===== src/rtl/bbc_pkg.sv =====
package bbc_pkg;

    typedef enum logic [1:0] {
        MODE_BUCK  = 2'b00,
        MODE_BOOST = 2'b01,
        MODE_BB    = 2'b10,
        MODE_IDLE  = 2'b11
    } mode_e;

    typedef enum logic [2:0] {
        PL_IDLE,
        PL_BK,
        PL_BK_WAIT,
        PL_BS,
        PL_BS_WAIT,
        PL_LOAD
    } plan_st_e;

endpackage


===== src/rtl/rdiv_unit.sv =====
module rdiv_unit #(
    parameter int NW = 16,
    parameter int DW = 8
) (
    input  logic          clk,
    input  logic          rst_n,
    input  logic          start_i,
    input  logic [NW-1:0] num_i,
    input  logic [DW-1:0] den_i,
    output logic          done_o,
    output logic [NW-1:0] quo_o
);
    localparam int CW = $clog2(NW) + 1;
    localparam int PW = NW + DW + 1;

    typedef struct packed {
        logic          busy;
        logic          done;
        logic [CW-1:0] cnt;
        logic [NW-1:0] quo;
        logic [DW:0]   rem;
        logic [DW-1:0] den;
        logic [NW-1:0] num;
    } div_t;

    div_t d_d, d_q;
    logic [DW:0]   shifted;
    logic [DW+1:0] trial;

    always_comb begin
        d_d      = d_q;
        d_d.done = 1'b0;
        shifted  = {d_q.rem[DW-1:0], d_q.quo[NW-1]};
        trial    = {1'b0, shifted} - {2'b00, d_q.den};
        if (start_i && !d_q.busy) begin
            d_d.busy = 1'b1;
            d_d.cnt  = '0;
            d_d.quo  = num_i;
            d_d.rem  = '0;
            d_d.den  = den_i;
            d_d.num  = num_i;
        end else if (d_q.busy) begin
            if (!trial[DW+1]) begin
                d_d.rem = trial[DW:0];
                d_d.quo = {d_q.quo[NW-2:0], 1'b1};
            end else begin
                d_d.rem = shifted;
                d_d.quo = {d_q.quo[NW-2:0], 1'b0};
            end
            d_d.cnt = d_q.cnt + 1'b1;
            if (d_q.cnt == CW'(NW - 1)) begin
                d_d.busy = 1'b0;
                d_d.done = 1'b1;
            end
        end
    end

    always_ff @(posedge clk or negedge rst_n) begin
        if (!rst_n) d_q <= '0;
        else        d_q <= d_d;
    end

    assign done_o = d_q.done;
    assign quo_o  = d_q.quo;


    div_exact_chk: assert property (@(posedge clk) disable iff (!rst_n)
        d_q.done |-> (PW'(d_q.quo) * PW'(d_q.den) + PW'(d_q.rem) == PW'(d_q.num)));

endmodule


===== src/rtl/duty_planner.sv =====
module duty_planner
    import bbc_pkg::*;
#(
    parameter int W = 8
) (
    input  logic           clk,
    input  logic           rst_n,
    input  logic           smp_vld_i,
    input  logic [W-1:0]   vin_i,
    input  logic [W-1:0]   vout_i,
    input  logic [W-1:0]   setpt_i,
    input  logic           div_done_i,
    input  logic [2*W-1:0] div_quo_i,
    output logic           div_start_o,
    output logic [2*W-1:0] div_num_o,
    output logic [W-1:0]   div_den_o,
    output logic           upd_o,
    output mode_e          mode_o,
    output logic [W-1:0]   buck_duty_o,
    output logic [W-1:0]   boost_duty_o
);
    localparam int          NW   = 2 * W;
    localparam logic [W-1:0] MAXV = {W{1'b1}};

    typedef struct packed {
        plan_st_e       st;
        logic [W-1:0]   vin;
        logic [W-1:0]   vout;
        mode_e          mode;
        logic [W-1:0]   bk;
        logic [W-1:0]   bs;
        logic           upd;
        logic           start;
        logic [NW-1:0]  num;
        logic [W-1:0]   den;
    } plan_t;

    plan_t p_d, p_q;
    logic [W-1:0] quo_sat;

    assign quo_sat = (|div_quo_i[NW-1:W]) ? MAXV : div_quo_i[W-1:0];

    always_comb begin
        p_d       = p_q;
        p_d.upd   = 1'b0;
        p_d.start = 1'b0;
        case (p_q.st)
            PL_IDLE: begin
                if (smp_vld_i) begin
                    p_d.vin  = vin_i;
                    p_d.vout = vout_i;
                    if (vin_i > setpt_i)      p_d.mode = MODE_BUCK;
                    else if (vin_i < setpt_i) p_d.mode = MODE_BOOST;
                    else                      p_d.mode = MODE_BB;
                    p_d.st = PL_BK;
                end
            end
            PL_BK: begin
                if (p_q.vin == '0) begin
                    p_d.bk = '0;
                    p_d.st = PL_BS;
                end else if (p_q.vout >= p_q.vin) begin
                    p_d.bk = MAXV;
                    p_d.st = PL_BS;
                end else begin
                    p_d.num   = NW'(p_q.vout) * NW'(MAXV);
                    p_d.den   = p_q.vin;
                    p_d.start = 1'b1;
                    p_d.st    = PL_BK_WAIT;
                end
            end
            PL_BK_WAIT: begin
                if (div_done_i) begin
                    p_d.bk = quo_sat;
                    p_d.st = PL_BS;
                end
            end
            PL_BS: begin
                if (p_q.vout == '0 || p_q.vin >= p_q.vout) begin
                    p_d.bs = '0;
                    p_d.st = PL_LOAD;
                end else begin
                    p_d.num   = NW'(p_q.vin) * NW'(MAXV);
                    p_d.den   = p_q.vout;
                    p_d.start = 1'b1;
                    p_d.st    = PL_BS_WAIT;
                end
            end
            PL_BS_WAIT: begin
                if (div_done_i) begin
                    p_d.bs = MAXV - quo_sat;
                    p_d.st = PL_LOAD;
                end
            end
            PL_LOAD: begin
                if (p_q.mode == MODE_BUCK)  p_d.bs = '0;
                if (p_q.mode == MODE_BOOST) p_d.bk = MAXV;
                p_d.upd = 1'b1;
                p_d.st  = PL_IDLE;
            end
            default: p_d.st = PL_IDLE;
        endcase
    end

    always_ff @(posedge clk or negedge rst_n) begin
        if (!rst_n) begin
            p_q      <= '0;
            p_q.st   <= PL_IDLE;
            p_q.mode <= MODE_IDLE;
        end else begin
            p_q <= p_d;
        end
    end

    assign div_start_o  = p_q.start;
    assign div_num_o    = p_q.num;
    assign div_den_o    = p_q.den;
    assign upd_o        = p_q.upd;
    assign mode_o       = p_q.mode;
    assign buck_duty_o  = p_q.bk;
    assign boost_duty_o = p_q.bs;


    zero_vin_chk: assert property (@(posedge clk) disable iff (!rst_n)
        (p_q.upd && p_q.vin == '0 && p_q.mode != MODE_BOOST) |-> (p_q.bk == '0));


    zero_vout_chk: assert property (@(posedge clk) disable iff (!rst_n)
        (p_q.upd && p_q.vout == '0) |-> (p_q.bs == '0));

endmodule


===== src/rtl/pwm_dual.sv =====
module pwm_dual
    import bbc_pkg::*;
#(
    parameter int W = 8
) (
    input  logic         clk,
    input  logic         rst_n,
    input  logic         upd_i,
    input  mode_e        mode_i,
    input  logic [W-1:0] buck_i,
    input  logic [W-1:0] boost_i,
    output logic         gate_buck_o,
    output logic         gate_boost_o,
    output mode_e        mode_o,
    output logic         valid_o
);
    localparam logic [W-1:0] MAXV = {W{1'b1}};

    typedef struct packed {
        logic [W-1:0] cnt;
        logic         pend;
        logic [W-1:0] pbk;
        logic [W-1:0] pbs;
        mode_e        pmode;
        logic [W-1:0] abk;
        logic [W-1:0] abs_;
        mode_e        amode;
        logic         valid;
    } pwm_t;

    pwm_t w_d, w_q;
    logic wrap;

    always_comb begin
        w_d     = w_q;
        wrap    = (w_q.cnt == MAXV);
        w_d.cnt = w_q.cnt + 1'b1;
        if (upd_i) begin
            w_d.pend  = 1'b1;
            w_d.pbk   = buck_i;
            w_d.pbs   = boost_i;
            w_d.pmode = mode_i;
        end
        if (wrap && (upd_i || w_q.pend)) begin
            w_d.abk   = upd_i ? buck_i  : w_q.pbk;
            w_d.abs_  = upd_i ? boost_i : w_q.pbs;
            w_d.amode = upd_i ? mode_i  : w_q.pmode;
            w_d.valid = 1'b1;
            w_d.pend  = 1'b0;
        end
    end

    always_ff @(posedge clk or negedge rst_n) begin
        if (!rst_n) begin
            w_q       <= '0;
            w_q.pmode <= MODE_IDLE;
            w_q.amode <= MODE_IDLE;
        end else begin
            w_q <= w_d;
        end
    end

    assign gate_buck_o  = (w_q.abk  == MAXV) || (w_q.cnt < w_q.abk);
    assign gate_boost_o = (w_q.abs_ == MAXV) || (w_q.cnt < w_q.abs_);
    assign mode_o       = w_q.amode;
    assign valid_o      = w_q.valid;


    mid_period_hold_chk: assert property (@(posedge clk) disable iff (!rst_n)
        (w_q.cnt != '0) |-> ($stable(w_q.abk) && $stable(w_q.abs_) && $stable(w_q.amode)));


    rise_at_start_chk: assert property (@(posedge clk) disable iff (!rst_n)
        ($rose(gate_buck_o) || $rose(gate_boost_o)) |-> (w_q.cnt == '0));


    fall_at_duty_chk: assert property (@(posedge clk) disable iff (!rst_n)
        $fell(gate_buck_o) |-> (w_q.cnt == w_q.abk));


    idle_until_valid_chk: assert property (@(posedge clk) disable iff (!rst_n)
        !w_q.valid |-> (w_q.amode == MODE_IDLE && !gate_buck_o && !gate_boost_o));


    valid_sticky_chk: assert property (@(posedge clk) disable iff (!rst_n)
        w_q.valid |=> w_q.valid);

endmodule


===== src/rtl/bb_mode_pwm.sv =====
module bb_mode_pwm
    import bbc_pkg::*;
#(
    parameter int W = 8
) (
    input  logic         clk,
    input  logic         rst_n,
    input  logic         smp_vld_i,
    input  logic [W-1:0] vin_i,
    input  logic [W-1:0] vout_i,
    input  logic [W-1:0] setpt_i,
    output logic         gate_buck_o,
    output logic         gate_boost_o,
    output logic [1:0]   mode_o,
    output logic         valid_o
);
    localparam int NW = 2 * W;

    logic          div_start, div_done, upd;
    logic [NW-1:0] div_num, div_quo;
    logic [W-1:0]  div_den, buck_duty, boost_duty;
    mode_e         plan_mode, act_mode;

    duty_planner #(.W(W)) i_planner (
        .clk          (clk),
        .rst_n        (rst_n),
        .smp_vld_i    (smp_vld_i),
        .vin_i        (vin_i),
        .vout_i       (vout_i),
        .setpt_i      (setpt_i),
        .div_done_i   (div_done),
        .div_quo_i    (div_quo),
        .div_start_o  (div_start),
        .div_num_o    (div_num),
        .div_den_o    (div_den),
        .upd_o        (upd),
        .mode_o       (plan_mode),
        .buck_duty_o  (buck_duty),
        .boost_duty_o (boost_duty)
    );

    rdiv_unit #(.NW(NW), .DW(W)) i_div (
        .clk     (clk),
        .rst_n   (rst_n),
        .start_i (div_start),
        .num_i   (div_num),
        .den_i   (div_den),
        .done_o  (div_done),
        .quo_o   (div_quo)
    );

    pwm_dual #(.W(W)) i_pwm (
        .clk          (clk),
        .rst_n        (rst_n),
        .upd_i        (upd),
        .mode_i       (plan_mode),
        .buck_i       (buck_duty),
        .boost_i      (boost_duty),
        .gate_buck_o  (gate_buck_o),
        .gate_boost_o (gate_boost_o),
        .mode_o       (act_mode),
        .valid_o      (valid_o)
    );

    assign mode_o = act_mode;

endmodule


===== config.mk =====
export PLATFORM = sky130hd
export DESIGN_NAME = bb_mode_pwm
export DESIGN_NICKNAME = d
export VERILOG_FILES = /design/src/rtl/bbc_pkg.sv /design/src/rtl/rdiv_unit.sv /design/src/rtl/duty_planner.sv /design/src/rtl/pwm_dual.sv /design/src/rtl/bb_mode_pwm.sv
export SDC_FILE = /design/constraint.sdc
export NUM_CORES = 1
export LEC_CHECK = 0
export ABC_AREA = 1
export BUFFER_PORTS_ARGS = -buffer_cell sky130_fd_sc_hd__clkbuf_2
export CORE_MARGIN = 2
export CORE_UTILIZATION = 46
export DETAILED_ROUTE_END_ITERATION = 10
export GPL_ROUTABILITY_DRIVEN = 1
export PLACE_DENSITY = 0.61
export SYNTH_ARGS = -nofsm -noshare
export SYNTH_HDL_FRONTEND = slang
export SYNTH_SLANG_ARGS = --single-unit

===== constraint.sdc =====
create_clock -name clk -period 6 [get_ports clk]
set_input_delay 0.6 -clock clk [delete_from_list [all_inputs] [get_ports clk]]
set_output_delay 0.6 -clock clk [all_outputs]
set_load 0.01 [all_outputs]

==> results of run 1 <==
-- critical path: stages, from the launching register on --
cell and delay (ns):
dfrtp_1 0.63, inv_1 0.19, fa_1 0.57, fa_1 0.50
inv_1 0.06, fa_1 0.52, inv_1 0.05, fa_1 0.52
inv_1 0.04, ha_1 0.34, nand2_1 0.08, nand2_1 0.08
nand2_1 0.07, nand2_1 0.06, a21oi_1 0.16, xnor2_1 0.14
nand2_1 0.08, nand3_1 0.08
-- path summary, 6_finish.rpt --
kind | from | endpoint | depth (start not counted)
max | i_planner.p_q[55] | i_planner.div_num_o[10] | 17
min | rst_n | i_div.d_q[28] | 1
max reg2reg | i_planner.p_q[55] | i_planner.div_num_o[10] | 17
min reg2reg | i_pwm.w_q[32] | i_pwm.w_q[32] | 2
max in group asynchronous | rst_n | i_planner.div_num_o[1] | 2
min in group clk | vout_i[6] | i_planner.p_q[50] | 3
-- cells by family after synthesis --
family | count (synthesis)
fa+ha+maj | 181
compound gates | 149
buf+inv | 269
simple gates | 570
xor+xnor | 26
flops | 148
-- state kept, by name (all words and copies together), names as in the netlist --
signal                  cells
i_planner.buck_duty_o       8
i_div.d_q                  22
i_planner.upd_o             1
i_planner.div_num_o        16
i_planner.div_start_o       1
i_planner.div_den_o         8
i_div.done_o                1
i_planner.p_q              19
i_planner.mode_o            2
i_pwm.valid_o               1
i_pwm.mode_o                2
i_div.quo_o                16
i_pwm.w_q                  43
i_planner.boost_duty_o      8
-- Yosys cell counts (2+ instances only) --
cell	count
dfrtp_1	142
nor3_1	4
dfstp_2	6
o21ai_1	21
o21a_1	3
o221ai_1	11
buf_1	5
o21ai_0	46
o211ai_1	3
a21o_1	3
nor2_1	61
o21ai_2	8
nand3_1	110
nand3b_1	3
buf_2	8
o22ai_1	2
inv_1	231
xor2_1	16
nand4_1	18
or2_1	2
fa_1	59
a21oi_1	45
ha_1	122
clkbuf_1	16
xnor2_1	10
nand2_1	359
nand2_2	4
buf_4	3
o21bai_1	3
inv_2	4
or2_2	2
nor2_2	2
-- routing by layer --
metal / track usage (%) / vias up / share of wire (%)
li1: - / 4298 / -
met1: 30.9 / 3901 / 50
met2: 34.2 / 98 / 46
met3: 2.64 / 20 / 2.0
met4: 6.35 / 0 / 1.5
met5: 0 / - / 0
-- through the flow --
stage | setup slack [ns] | instances | hold WS (ns)
floorplan | 2.17 | 1343 | 0.304
global placement | 1.81 | 1666 | 0.451
detailed placement | 1.79 | 1666 | 0.457
CTS | 1.76 | 1698 | 0.253
global route | 1.51 | 1698 | 0.285
finish | 1.75 | 1698 | 0.220
-- final cells by class --
| type | instances | share of cell area (%) |
|---|---|---|
| Multi-Input combinational cell | 926 | 51.6 |
| Sequential cell | 148 | 30.9 |
| Inverter | 236 | 7.40 |
| Clock buffer | 17 | 3.54 |
| Tap cell | 319 | 3.32 |
| Timing Repair Buffer | 37 | 1.72 |
| Clock inverter | 15 | 1.48 |
==> metrics.md, run 1 <==
| Metric | Value |
|---|---|
| TritonCTS Buffers | `17` |
| Clk sinks | `between 100 and 150` |
| Setup TNS | `0 ns` |
| Routed Antenna Nets | `0` |
| Vias in the first global route | `between 8,000 and 9,000` |
| CTS clk-pin slew, worst paths | `about 0.07 ns` |
| Fraction of registers with async set/reset | `100%` |
| CP Max Fanout | `7` |
| Die footprint | `about 0.025 mm²` |
| Minimum clock period after layout | `4.25 ns` |
| Post-synth EDFFs | `0` |
| Vias/cell | `4.90` |
| Register area share after synthesis | `33.9%` |
| Layout cells sized above 1 | `under 10%` |
| Num ports | `32` |
| Die W | `158 µm` |
| Initial cell density of the core | `a little under half` |
| Drt wl/cell | `around 14 µm` |
| Gpl congestion | `slightly below 0.9` |
| Initial drt markers | `461` |
| Setup repair bufs after CTS | `0` |
| Synth Area in XOR/XNOR | `around 2.1%` |
| Main combinational cell family by area after synthesis | `adder cells` |
| Worst Hold Class | `in2async` |
| Crit path DAT | `between 4 and 5 ns` |
| CTS Buffer Depth | `2` |
| # H-tree levels | `4` |
| Commonest non-fill, non-tap cells in the layout | `nand2_1 (359), inv_1 (231), dfrtp_1 (142), ha_1 (122), nand3_1 (110)` |
| Fin. max-slew vios | `0` |
| Hold buffer count at cts | `0` |
| Largest cells by area after synthesis | `dfrtp_1 (32%), ha_1 (14%), nand2_1 (12%)` |
| Fin area | `about 0.012 mm²` |
| Mux contribution to synthesized area | `0%` |
| Final Hold Viols | `0` |
| Commonest non-fill, non-tap cell in the layout | `nand2_1` |
| Fmax | `roughly 240 MHz` |
| Diode count | `0` |
| First-pass GRT wire length | `between 40,000 and 50,000 µm` |
| Max-slew headroom | `~30%` |
| Status | `finished, final reports clean` |
| Final nets | `1,574` |
| Yosys top cell by area | `dfrtp_1` |
| RSZ-0062 raised after global routing | `no` |
| Simple-gate share of the synthesized area | `a little over a fifth` |
| Dominant register cell in the synthesized netlist | `dfrtp_1` |
| Worst Tran Pin Value | `about 1.0 ns` |
| Multi-input gate area | `0.00620 mm²` |
| Synth Warn # | `0` |
| Worst-Skew Late Latency | `around 0.44 ns` |
| Post-Synth Adder-Cell Area | `about 25%` |
| Via count | `8,317` |
| CTS tree | `built` |
| FF+latch area | `about 0.0037 mm²` |
| Syn Inst Count | `between 1,000 and 1,500` |
| CP Capture Type | `register` |
| Root Buffer | `clkbuf_16` |
| Syn_area_per_cell | `around 8.2 µm²` |
| Final setup fails | `0` |
| CP Class | `reg2reg` |
| Overflow after GRT | `0` |
| Worst R2R Setup Slack | `around 1.8 ns` |
| Placed instance area | `around 0.011 mm²` |
| Filler Cells Inserted | `~2,300` |
| Final Cycle Share | `between 70% and 80%` |
| Yosys top cell area share | `32.5%` |
| Total GRT Usage | `21.5%` |
| Core Footprint | `~0.023 mm²` |
| Post-synthesis compound-gate area fraction | `roughly 8%` |
| Area Overhead vs Synth | `9.67%` |
| Post-synthesis register bit count | `around 150` |
| Pin count of the biggest net entering global routing | `85` |
| Worst EP required | `roughly 6.4 ns` |
| Yosys cell types | `43` |
| Post-route DRC | `0` |
| Synth Cell Area | `~0.011 mm²` |
| Initial antenna violation count | `0` |
| Rows | `56` |
| DR pass1 iterations | `5` |
| Final HPWL DP | `19,000 µm` |
| Syn_nets | `approximately 1,600` |
| Final Util | `a little over 50%` |
| Startpoint Class | `register` |
| Die height | `between 150 and 200 µm` |
| MaxCap Viol Count | `0` |
| Fin Clk Skew | `~0.019 ns` |
| Post-cts sizing count | `0` |
| PortBufs | `31` |
| Routed WL | `24,600 µm` |
Power of run 1 is not shown: default switching activity piles up to over one toggle a cycle in this logic, so the estimate is an artifact.
==> inputs of run 2 (changes only) <==
--- a/config.mk
+++ b/config.mk
@@ -11,7 +11,7 @@
 export CORE_UTILIZATION = 46
 export DETAILED_ROUTE_END_ITERATION = 10
 export GPL_ROUTABILITY_DRIVEN = 1
-export PLACE_DENSITY = 0.61
+export PLACE_DENSITY = 0.63
 export SYNTH_ARGS = -nofsm -noshare
 export SYNTH_HDL_FRONTEND = slang
 export SYNTH_SLANG_ARGS = --single-unit
==> constraint.sdc (replaced) <==
create_clock -name clk -period 3.44 [get_ports clk]
set_input_delay 0.344 -clock clk [delete_from_list [all_inputs] [get_ports clk]]
set_output_delay 0.344 -clock clk [all_outputs]
set_load 0.01 [all_outputs]
==> metrics.md, run 2 (synthesis gave the netlist of run 1 again) <==
| Metric | Value |
|---|---|
| Non-Filler Instances | `about 1,800` |
| Worst reg2reg path depth | `17` |
| RSZ-0062 raised after global routing | `yes` |
| Die height | `between 150 and 200 µm` |
| Root Buffer | `clkbuf_16` |
| First-pass GRT wire length | `approximately 42,000 µm` |
| CTS Buffer Depth | `2` |
| Multi-input gate area | `roughly 0.0067 mm²` |
| Total GRT Usage | `~22%` |
| Final setup fails | `9` |
| Final Hold Viols | `2` |
| Die footprint | `0.0250 mm²` |
| Initial antenna violation count | `0` |
| # H-tree levels | `4` |
| Worst Tran Pin Value | `a little over 0.9 ns` |
| Overflow after GRT | `0` |
| Worst EP required | `around 3.8 ns` |
| Pre-CTS setup slack | `-0.377 ns` |
| MaxCap Viol Count | `0` |
| CP Class | `reg2reg` |
| Fin Clk Skew | `0.00732 ns` |
| CTS clk-pin slew, worst paths | `roughly 0.070 ns` |
| Final worst setup slack | `-0.381 ns` |
| Initial cell density of the core | `around 47%` |
| Final Cycle Share | `111%` |
| PortBufs | `31` |
| Worst-Skew Late Latency | `roughly 0.42 ns` |
| Vias in the first global route | `between 8,000 and 9,000` |
| Rows | `between 50 and 60` |
| Clk sinks | `about 150` |
| CP peak stage delay | `approximately 0.6 ns` |
| Crit path DAT | `between 4 and 5 ns` |
| Diode count | `0` |
| Gpl congestion | `between 0.8 and 0.9` |
| Hold_ws | `-0.00370 ns` |
| Core Footprint | `~0.023 mm²` |
| DR pass1 iterations | `4` |
| Cell Chain, Critical Path | `fa_1 -> inv_2 -> fa_1 -> inv_2 -> fa_1 -> inv_2 -> fa_1 -> inv_2 -> ha_4 -> nand2_4 -> nand2_4 -> nand2_2 -> nand2_2 -> a21oi_2 -> xnor2_1 -> nand2_1 -> nand3_1` |
| Minimum clock period after layout | `~3.8 ns` |
| Hold buffer count at cts | `0` |
| Initial drt markers | `~470` |
| Max FFs per register | `43` |
| Commonest non-fill, non-tap cells in the layout | `nand2_1 (333), inv_1 (212), dfrtp_1 (130), ha_1 (102), buf_4 (99)` |
| Area Overhead vs Synth | `21.9%` |
| FF+latch area | `0.00373 mm²` |
| Post-route DRC | `0` |
| Max-slew headroom | `a little under two fifths` |
| Setup TNS | `-2.70 ns` |
| Worst R2R Setup Slack | `-0.38 ns` |
| Routed WL | `around 26,000 µm` |
| Filler Cells Inserted | `roughly 2,200` |
| Die W | `158 µm` |
| Num ports | `32` |
| TritonCTS Buffers | `17` |
| Failing checks | `negative hold slack, negative setup slack` |
| Worst Hold Class | `in2async` |
| Fmax | `about 260 MHz` |
| CP Max Fanout | `4` |
| CTS tree | `built` |
| Via count | `just under 9,000` |
| Fin. max-slew vios | `0` |
| CP Capture Type | `register` |
| Status | `complete, but fails checks` |
| Pin count of the biggest net entering global routing | `85` |
| Vias/cell | `a little under 5` |
| Routed Antenna Nets | `0` |
| Commonest non-fill, non-tap cell in the layout | `nand2_1` |
| Drt wl/cell | `roughly 14 µm` |
| Placed Cells | `~1,800` |
| Startpoint Class | `register` |
| Layout cells sized above 1 | `approximately a fifth` |
| Regs by FF count | `i_pwm.w_q: 43 flops, i_div.d_q: 22 flops, i_planner.p_q: 19 flops` |
| Final HPWL DP | `about 20,000 µm` |
| Final nets | `about 1,700` |
| Register with the most flip-flops | `i_pwm.w_q` |
| Slowest cell on crit path | `fa_1` |
-- run 2: final timing paths --
kind,from,endpoint
min,rst_n,i_div.d_q[27]
max,i_planner.p_q[53],i_planner.div_num_o[10]
min reg2reg,i_pwm.mode_o[1],i_pwm.mode_o[1]
max in group asynchronous,rst_n,i_planner.div_num_o[3]
max reg2reg,i_planner.p_q[53],i_planner.div_num_o[10]
min in group clk,vout_i[0],i_planner.p_q[44]
-- run 2: what timing repair did --
item,CTS,global route
endpoints found under the setup margin,10,11
pin swaps,28,42
setup buffers,6,13
gates resized for setup,44,61
-- run 2: per-layer routing --
layer  GRT usage (%)  wire length, µm  up-vias
met3            4.06              665       30
met1            28.9            12000     4258
met5               0                0        -
met2            36.0            12400      121
met4            5.71              493        0
li1                -                -     4505
-- run 2: cell type report --
| cell class | count | area share [%] |
|---|---|---|
| well taps | 319 | 2.99 |
| repair buffers | 140 | 7.69 |
| inverters | 236 | 6.68 |
| clock inverters | 13 | 1.26 |
| multi-input cells | 926 | 50.2 |
| flip-flops and latches | 148 | 27.9 |
| clock buffers | 18 | 3.29 |
-- run 2: critical path, delay by kind of cell (launching register included) --
family	cells	cell delay [ns]
buffers and inverters	4	0.18
and+or+nand+nor	6	0.48
xor gates and xnor gates	1	0.14
DFF	1	0.45
AOI/OAI and AO/OA	1	0.12
adders and majority gates	5	2.37
-- run 2: stage by stage --
step	util, %	instance area (µm²)
after floorplan	-	11100
after CTS	55.6	13000
after global placement	52.0	12200
after global routing	57.0	13300
final	57.0	13300
after detailed placement	52.0	12200
Power of run 2 is left out for the same reason.
